--- config.mk ---
export PLATFORM = sky130hd
export DESIGN_NAME = rsv_sleep_id_ctrl
export DESIGN_NICKNAME = d
export VERILOG_FILES = /design/src/rtl/rsv_pkg.sv /design/src/rtl/rsv_id_rom.sv /design/src/rtl/rsv_pwr_state.sv /design/src/rtl/rsv_seq_fsm.sv /design/src/rtl/rsv_sleep_id_ctrl.sv
export SDC_FILE = /design/constraint.sdc
export NUM_CORES = 1
export LEC_CHECK = 0
export ABC_AREA = 1
export BUFFER_PORTS_ARGS = -buffer_cell sky130_fd_sc_hd__buf_4
export CAP_MARGIN = 10
export CORE_ASPECT_RATIO = 0.8
export CORE_MARGIN = 4
export CORE_UTILIZATION = 57
export CTS_CLUSTER_DIAMETER = 200
export CTS_CLUSTER_SIZE = 12
export DETAILED_ROUTE_END_ITERATION = 12
export PLACE_DENSITY = 0.85
export RECOVER_POWER = 50
export SKIP_LAST_GASP = 1
export SLEW_MARGIN = 10
export SYNTH_ARGS = -nofsm -noshare
export SYNTH_HDL_FRONTEND = slang
export SYNTH_SLANG_ARGS = --single-unit
--- constraint.sdc ---
create_clock -name clk_i -period 2.03 [get_ports clk_i]
set_input_delay 0.1015 -clock clk_i [delete_from_list [all_inputs] [get_ports clk_i]]
set_output_delay 0.1015 -clock clk_i [all_outputs]
set_load 0.02 [all_outputs]
--- src/rtl/rsv_pkg.sv ---
package rsv_pkg;
  localparam logic [7:0]  RSV_ENTRY = 8'hF8;
  localparam logic [7:0]  ID_CMD    = 8'hF9;
  localparam logic [7:0]  SLEEP_CMD = 8'h86;
  localparam logic [3:0]  DEV_TYPE  = 4'b1010;
  localparam int          MFR_W     = 12;
  localparam int          PROD_W    = 12;
  localparam logic [MFR_W-1:0]  MFR_ID  = 12'h00A;
  localparam logic [PROD_W-1:0] PROD_ID = 12'h358;
  localparam int          ID_W      = MFR_W + PROD_W;
  localparam int          ID_BYTES  = ID_W / 8;
  localparam int          IDX_W     = $clog2(ID_BYTES);

  typedef enum logic [3:0] {
    ST_IDLE,
    ST_ADDR,
    ST_DEV,
    ST_RS_WAIT,
    ST_CMD,
    ST_ID_ACK,
    ST_SLP_ACK,
    ST_ID_TX,
    ST_SLP_ADDR,
    ST_WAKE_ACK
  } rsv_st_e;
endpackage

--- src/rtl/rsv_id_rom.sv ---
module rsv_id_rom
  import rsv_pkg::*;
(
  input  logic [IDX_W-1:0] idx_i,
  output logic [7:0]       byte_o
);
  localparam logic [ID_W-1:0] ID_WORD = {MFR_ID, PROD_ID};

  logic [7:0] id_bytes [ID_BYTES];

  for (genvar g = 0; g < ID_BYTES; g++) begin : g_byte
    assign id_bytes[g] = ID_WORD[ID_W-1-8*g -: 8];
  end

  always_comb begin
    byte_o = '0;
    for (int i = 0; i < ID_BYTES; i++) begin
      if (idx_i == IDX_W'(i)) byte_o = id_bytes[i];
    end
  end
endmodule

--- src/rtl/rsv_pwr_state.sv ---
module rsv_pwr_state #(
  parameter int unsigned RECOV_CYC = 100000
) (
  input  logic clk_i,
  input  logic rst_ni,
  input  logic sleep_set_i,
  input  logic wake_i,
  output logic sleep_o,
  output logic ready_o
);
  localparam int CNT_W = $clog2(RECOV_CYC + 1);
  localparam logic [CNT_W-1:0] RECOV_LD = CNT_W'(RECOV_CYC);

  logic             sleep_q;
  logic [CNT_W-1:0] cnt_q;

  always_ff @(posedge clk_i or negedge rst_ni) begin
    if (!rst_ni) begin
      sleep_q <= 1'b0;
      cnt_q   <= '0;
    end else if (sleep_set_i) begin
      sleep_q <= 1'b1;
    end else if (wake_i) begin
      sleep_q <= 1'b0;
      cnt_q   <= RECOV_LD;
    end else if (cnt_q != '0) begin
      cnt_q <= cnt_q - 1'b1;
    end
  end

  assign sleep_o = sleep_q;
  assign ready_o = !sleep_q && (cnt_q == '0);


  wake_blocks_chk: assert property (@(posedge clk_i) disable iff (!rst_ni)
    wake_i |=> !sleep_o && !ready_o);

  ready_after_count_chk: assert property (@(posedge clk_i) disable iff (!rst_ni)
    ($rose(ready_o) && !$past(sleep_q)) |-> ($past(cnt_q) == CNT_W'(1)));
endmodule

--- src/rtl/rsv_seq_fsm.sv ---
module rsv_seq_fsm
  import rsv_pkg::*;
(
  input  logic             clk_i,
  input  logic             rst_ni,
  input  logic [2:0]       strap_i,
  input  logic             start_i,
  input  logic             stop_i,
  input  logic             rx_valid_i,
  input  logic [7:0]       rx_byte_i,
  input  logic             ack_clk_i,
  input  logic             ctl_ack_i,
  input  logic             sleep_i,
  input  logic             ready_i,
  output logic             ack_o,
  output logic             tx_en_o,
  output logic [IDX_W-1:0] idx_o,
  output logic             sleep_set_o,
  output logic             wake_o
);
  localparam logic [IDX_W-1:0] LAST = IDX_W'(ID_BYTES - 1);

  rsv_st_e          st_q;
  logic             ack_q;
  logic [IDX_W-1:0] idx_q;
  logic             dev_hit;
  logic             ack_evt;

  assign dev_hit = (rx_byte_i[7:4] == DEV_TYPE) && (rx_byte_i[3:1] == strap_i);
  assign ack_evt = ack_clk_i && !stop_i && !start_i && !rx_valid_i;

  always_ff @(posedge clk_i or negedge rst_ni) begin
    if (!rst_ni) begin
      st_q  <= ST_IDLE;
      ack_q <= 1'b0;
      idx_q <= '0;
    end else if (stop_i) begin
      st_q  <= ST_IDLE;
      ack_q <= 1'b0;
    end else if (start_i) begin
      ack_q <= 1'b0;
      if (sleep_i)                 st_q <= ST_SLP_ADDR;
      else if (st_q == ST_RS_WAIT) st_q <= ST_CMD;
      else                         st_q <= ST_ADDR;
    end else if (rx_valid_i) begin
      ack_q <= 1'b0;
      st_q  <= ST_IDLE;
      unique case (st_q)
        ST_ADDR: if (rx_byte_i == RSV_ENTRY && ready_i) begin
          ack_q <= 1'b1;
          st_q  <= ST_DEV;
        end
        ST_DEV: if (dev_hit) begin
          ack_q <= 1'b1;
          st_q  <= ST_RS_WAIT;
        end
        ST_CMD: if (rx_byte_i == ID_CMD) begin
          ack_q <= 1'b1;
          st_q  <= ST_ID_ACK;
        end else if (rx_byte_i == SLEEP_CMD) begin
          ack_q <= 1'b1;
          st_q  <= ST_SLP_ACK;
        end
        ST_SLP_ADDR: if (dev_hit) st_q <= ST_WAKE_ACK;
        default: ;
      endcase
    end else if (ack_clk_i) begin
      ack_q <= 1'b0;
      unique case (st_q)
        ST_ID_ACK: begin
          st_q  <= ST_ID_TX;
          idx_q <= '0;
        end
        ST_ID_TX:
          if (ctl_ack_i) idx_q <= (idx_q == LAST) ? '0 : idx_q + 1'b1;
          else           st_q  <= ST_IDLE;
        ST_SLP_ACK, ST_WAKE_ACK: st_q <= ST_IDLE;
        default: ;
      endcase
    end
  end

  assign ack_o       = ack_q;
  assign tx_en_o     = (st_q == ST_ID_TX);
  assign idx_o       = idx_q;
  assign sleep_set_o = ack_evt && (st_q == ST_SLP_ACK);
  assign wake_o      = ack_evt && (st_q == ST_WAKE_ACK);


  stop_idle_chk: assert property (@(posedge clk_i) disable iff (!rst_ni)
    stop_i |=> (st_q == ST_IDLE) && !ack_o);

  no_ack_asleep_chk: assert property (@(posedge clk_i) disable iff (!rst_ni)
    sleep_i |-> !ack_o);

  idx_range_chk: assert property (@(posedge clk_i) disable iff (!rst_ni)
    tx_en_o |-> (idx_q <= LAST));

  tx_awake_chk: assert property (@(posedge clk_i) disable iff (!rst_ni)
    tx_en_o |-> !sleep_i);
endmodule

--- src/rtl/rsv_sleep_id_ctrl.sv ---
module rsv_sleep_id_ctrl
  import rsv_pkg::*;
#(
  parameter int unsigned RECOV_CYC = 100000
) (
  input  logic       clk_i,
  input  logic       rst_ni,
  input  logic [2:0] strap_i,
  input  logic       start_i,
  input  logic       stop_i,
  input  logic       rx_valid_i,
  input  logic [7:0] rx_byte_i,
  input  logic       ack_clk_i,
  input  logic       ctl_ack_i,
  output logic       ack_o,
  output logic       tx_en_o,
  output logic [7:0] tx_byte_o,
  output logic       sleep_o,
  output logic       ready_o
);
  logic [IDX_W-1:0] idx;
  logic             sleep_set;
  logic             wake;

  rsv_seq_fsm u_fsm (
    .clk_i      (clk_i),
    .rst_ni     (rst_ni),
    .strap_i    (strap_i),
    .start_i    (start_i),
    .stop_i     (stop_i),
    .rx_valid_i (rx_valid_i),
    .rx_byte_i  (rx_byte_i),
    .ack_clk_i  (ack_clk_i),
    .ctl_ack_i  (ctl_ack_i),
    .sleep_i    (sleep_o),
    .ready_i    (ready_o),
    .ack_o      (ack_o),
    .tx_en_o    (tx_en_o),
    .idx_o      (idx),
    .sleep_set_o(sleep_set),
    .wake_o     (wake)
  );

  rsv_id_rom u_rom (
    .idx_i (idx),
    .byte_o(tx_byte_o)
  );

  rsv_pwr_state #(.RECOV_CYC(RECOV_CYC)) u_pwr (
    .clk_i      (clk_i),
    .rst_ni     (rst_ni),
    .sleep_set_i(sleep_set),
    .wake_i     (wake),
    .sleep_o    (sleep_o),
    .ready_o    (ready_o)
  );


  stop_keeps_sleep_chk: assert property (@(posedge clk_i) disable iff (!rst_ni)
    (stop_i && !ack_clk_i) |=> $stable(sleep_o));

  sleep_on_ack_clk_chk: assert property (@(posedge clk_i) disable iff (!rst_ni)
    $rose(sleep_o) |-> $past(ack_clk_i));
endmodule

==> metrics.yaml <==
floorplanning:
  die_w_um: 72.7
  rows: 18
  dieHeight_um: 59.8
  pin_count: 30
  die-area_sq_um: 4350
  start_util_pct: 60.6
  design.core.area_sq_um: 3150
global_routing:
  grt_overflow: 0
  grt_pass1_wl_mm: 7.41
  grt_max_degree: 26
  antenna_found_initial: 0
  grt_pass1_vias: 1626
  grt_use_total_pct: 21.6
sta:
  fin_ws_ps: 178
  setup_viol: 0
  final.min_clock_period_ps: 1850
  fmax_ghz: 0.540
  fin_tns_setup_ps: 0
  finalHoldViolCount: 0
  relSlewSlack_pct: 10.1
  slew_viol_final: 0
  worstMarginPinSlew_ps: 1350
  rsz0062_at_grt: "false"
  finClkSkew_ps: 3.83
  finalCritPeriodShare_pct: 91.2
final_layout:
  n_antenna_cell: 0
  layout_commonest_cell: "nand2_1"
  num-nets-final: 333
  final_cell_mix: "74 x nand2_1, 49 x nor2_1, 36 x inv_1, 25 x dfrtp_1, 23 x buf_4"
  area_growth_syn_to_layout_pct: 11.5
  drive_above_1_share_pct: 13.5
  fillers: 301
drt:
  vias_per_cell: 5.41
  drt_iter0_markers: 206
  wl_mm: 4.34
  wl_per_cell_um: 12.3
  ant_nets: 0
  drc: 0
  dr.pass1.iters: 4
  num_vias: 1904
yosys:
  synth_async_sr_flop_share_pct: 100
  syn_inst: 288
  synth_cell_types: 31
  synth_nets: 308
  synth-edff-count: 0
  yosysWarningCount: 0
  postSynthAreaPerCell_sq_um: 6.63
  synth_top_flop_cell: "dfrtp_1"
  ys_ff_latch: 25
  synth_area_sq_um: 1910
  ys_seq_area_share_pct: 32.8
status:
  status: "completed"
cts:
  cts_tree: "built"
  cts_buffers: 3
  clk_path_buf_depth: 2
  cts_sinks: 25
  clock_latency_ps: 270
  root_buffer: "clkbuf_8"
  clkTransAtPathRegs_ps: 100
  post_cts_buffers: 0
  ctsResizeCount: 0
  h-tree-depth: 1
  postCtsHoldBufs: 1
min_path:
  holdCritStartpoint: "ctl_ack_i"
  worstHoldEndpoint: "u_fsm.idx_o[1]"
  hold_path_class: "in -> reg"
  min_path_cells: 3
worst_setup_path:
  r2r_end: "u_pwr.cnt_q[7]"
  crit_fanout: 21
  rrSetupSlack_ps: 180
  worstReg2RegStart: "u_fsm.st_q[1]"
  critPathArrivalTime_ps: 2000
  cp.required_ps: 2180
  crit_type: "reg -> reg"
  crit_path_end_kind: "flip-flop"
  crit_path_start_kind: "flip-flop"
  rr_worst_depth: 8
pwr:
  power_frac_clock_pct: 17.9
  power_leakage_nw: 1.13
  pwr-share-comb_pct: 38.3
  sw_frac_of_total_pct: 40.7
  pwr-share-seq_pct: 43.9
  power_density_nw_per_um2: 823
  intPower_w: 0.00104
  ir_worst_vdd_mv: 0.649
  switching_power_w: 0.000714
placed_design:
  io_buffers: 28
  place_congestion: 0.880
  dpl_worst_slack_ps: 210
  dpl.hpwl_mm: 3.46
run:
  maxCapViolCount: 0
==> sequential cells by signal, indices dropped and copies added (netlist names) <==
signal and flops:
u_fsm.ack_o 1, u_fsm.idx_o 2, u_fsm.st_q 4, u_pwr.cnt_q 17, u_pwr.sleep_o 1
==> routing by layer <==
layer,share of wire [%],vias to the layer above,global-route usage (%)
met5,0,-,0
met4,0.41,0,2.37
met3,7.7,2,3.70
met2,43,80,34.1
met1,48,868,32.1
li1,-,954,-
==> power groups by stage <==
stage / Combinational, W / Sequential (W) / Clock [W]
after global placement: 0.000638 / 0.000771 / 0
after global routing: 0.000774 / 0.000787 / 0.000333
final: 0.000671 / 0.000769 / 0.000313
after CTS: 0.000666 / 0.000763 / 0.000320
after floorplan: 0.000507 / 0.000736 / 0
after detailed placement: 0.000662 / 0.000773 / 0
==> how the worst max path moves through the flow <==
| stage | startpoint | to | slack (ps) | depth (start not counted) |
|---|---|---|---|---|
| final | u_fsm.st_q[1] | u_pwr.cnt_q[7] | 180 | 8 |
| after global routing | u_fsm.st_q[1] | u_pwr.cnt_q[7] | 10 | 8 |
| after CTS | u_fsm.st_q[1] | u_pwr.cnt_q[7] | 200 | 8 |
| after detailed placement | u_fsm.st_q[1] | u_pwr.cnt_q[7] | 210 | 8 |
| after global placement | u_fsm.st_q[1] | u_pwr.cnt_q[7] | 250 | 8 |
| after floorplan | u_fsm.st_q[0] | u_fsm.st_q[2] | 460 | 10 |
==> metrics by stage <==
step                      hold WS (ps)  instances  utilization, %  cell area, sq um  total power [W]
after floorplan                   -194        288               -              1910          0.00124
after global placement            24.8        347            66.4              2090          0.00141
after detailed placement          27.1        347            66.4              2090          0.00144
after CTS                          127        352            68.3              2150          0.00175
after global routing               143        352            67.5              2130          0.00189
final                              126        352            67.5              2130          0.00175
==> kinds of logic after synthesis <==
logic type	count (synthesis)	share of synthesized area [%]
DFF	25	32.8
and+or+nand+nor	171	40.5
buffers and inverters	50	12.3
adders and majority gates	2	1.31
AOI/OAI and AO/OA	29	8.32
xor gates and xnor gates	9	4.13
other	1	0.196
muxes	1	0.524
==> layout make-up <==
| type | count | area, sq um | share of cell area, % |
|---|---|---|---|
| sequential | 25 | 626 | 29.4 |
| timing repair buffer | 30 | 205 | 9.64 |
| clock inverter | 1 | 7.51 | 0.353 |
| tap | 40 | 50.0 | 2.35 |
| multi-input combinational | 213 | 1050 | 49.3 |
| clock buffer | 3 | 41.3 | 1.94 |
| inverter | 40 | 150 | 7.05 |
==> worst max-delay path: stages (launching register included) <==
cell	delay, ps
dfrtp_1	430
inv_1	170
nand4_2	150
nor2_4	260
inv_2	170
nand2_4	240
inv_2	130
nand2_1	90
o211ai_1	80
==> cells in the mapped netlist, types with 2 or more instances <==
| master | number | area [sq um] |
|---|---|---|
| o31ai_1 | 4 | 30.0 |
| o21ai_1 | 4 | 20.0 |
| buf_6 | 3 | 33.8 |
| nand3_2 | 3 | 30.0 |
| o21ai_0 | 12 | 60.1 |
| xor2_1 | 4 | 35.0 |
| buf_4 | 6 | 45.0 |
| inv_2 | 4 | 15.0 |
| nand4_1 | 7 | 43.8 |
| nand3b_1 | 2 | 15.0 |
| xnor2_1 | 5 | 43.8 |
| nand2_4 | 2 | 22.5 |
| nor2_1 | 49 | 184 |
| nor3_1 | 7 | 35.0 |
| a21oi_1 | 7 | 35.0 |
| nor2_2 | 2 | 12.5 |
| inv_1 | 36 | 135 |
| nand3_1 | 20 | 100 |
| ha_1 | 2 | 25.0 |
| dfrtp_1 | 25 | 626 |
| nand2_1 | 74 | 278 |
No activity file was read; power rests on OpenSTA's default activity.
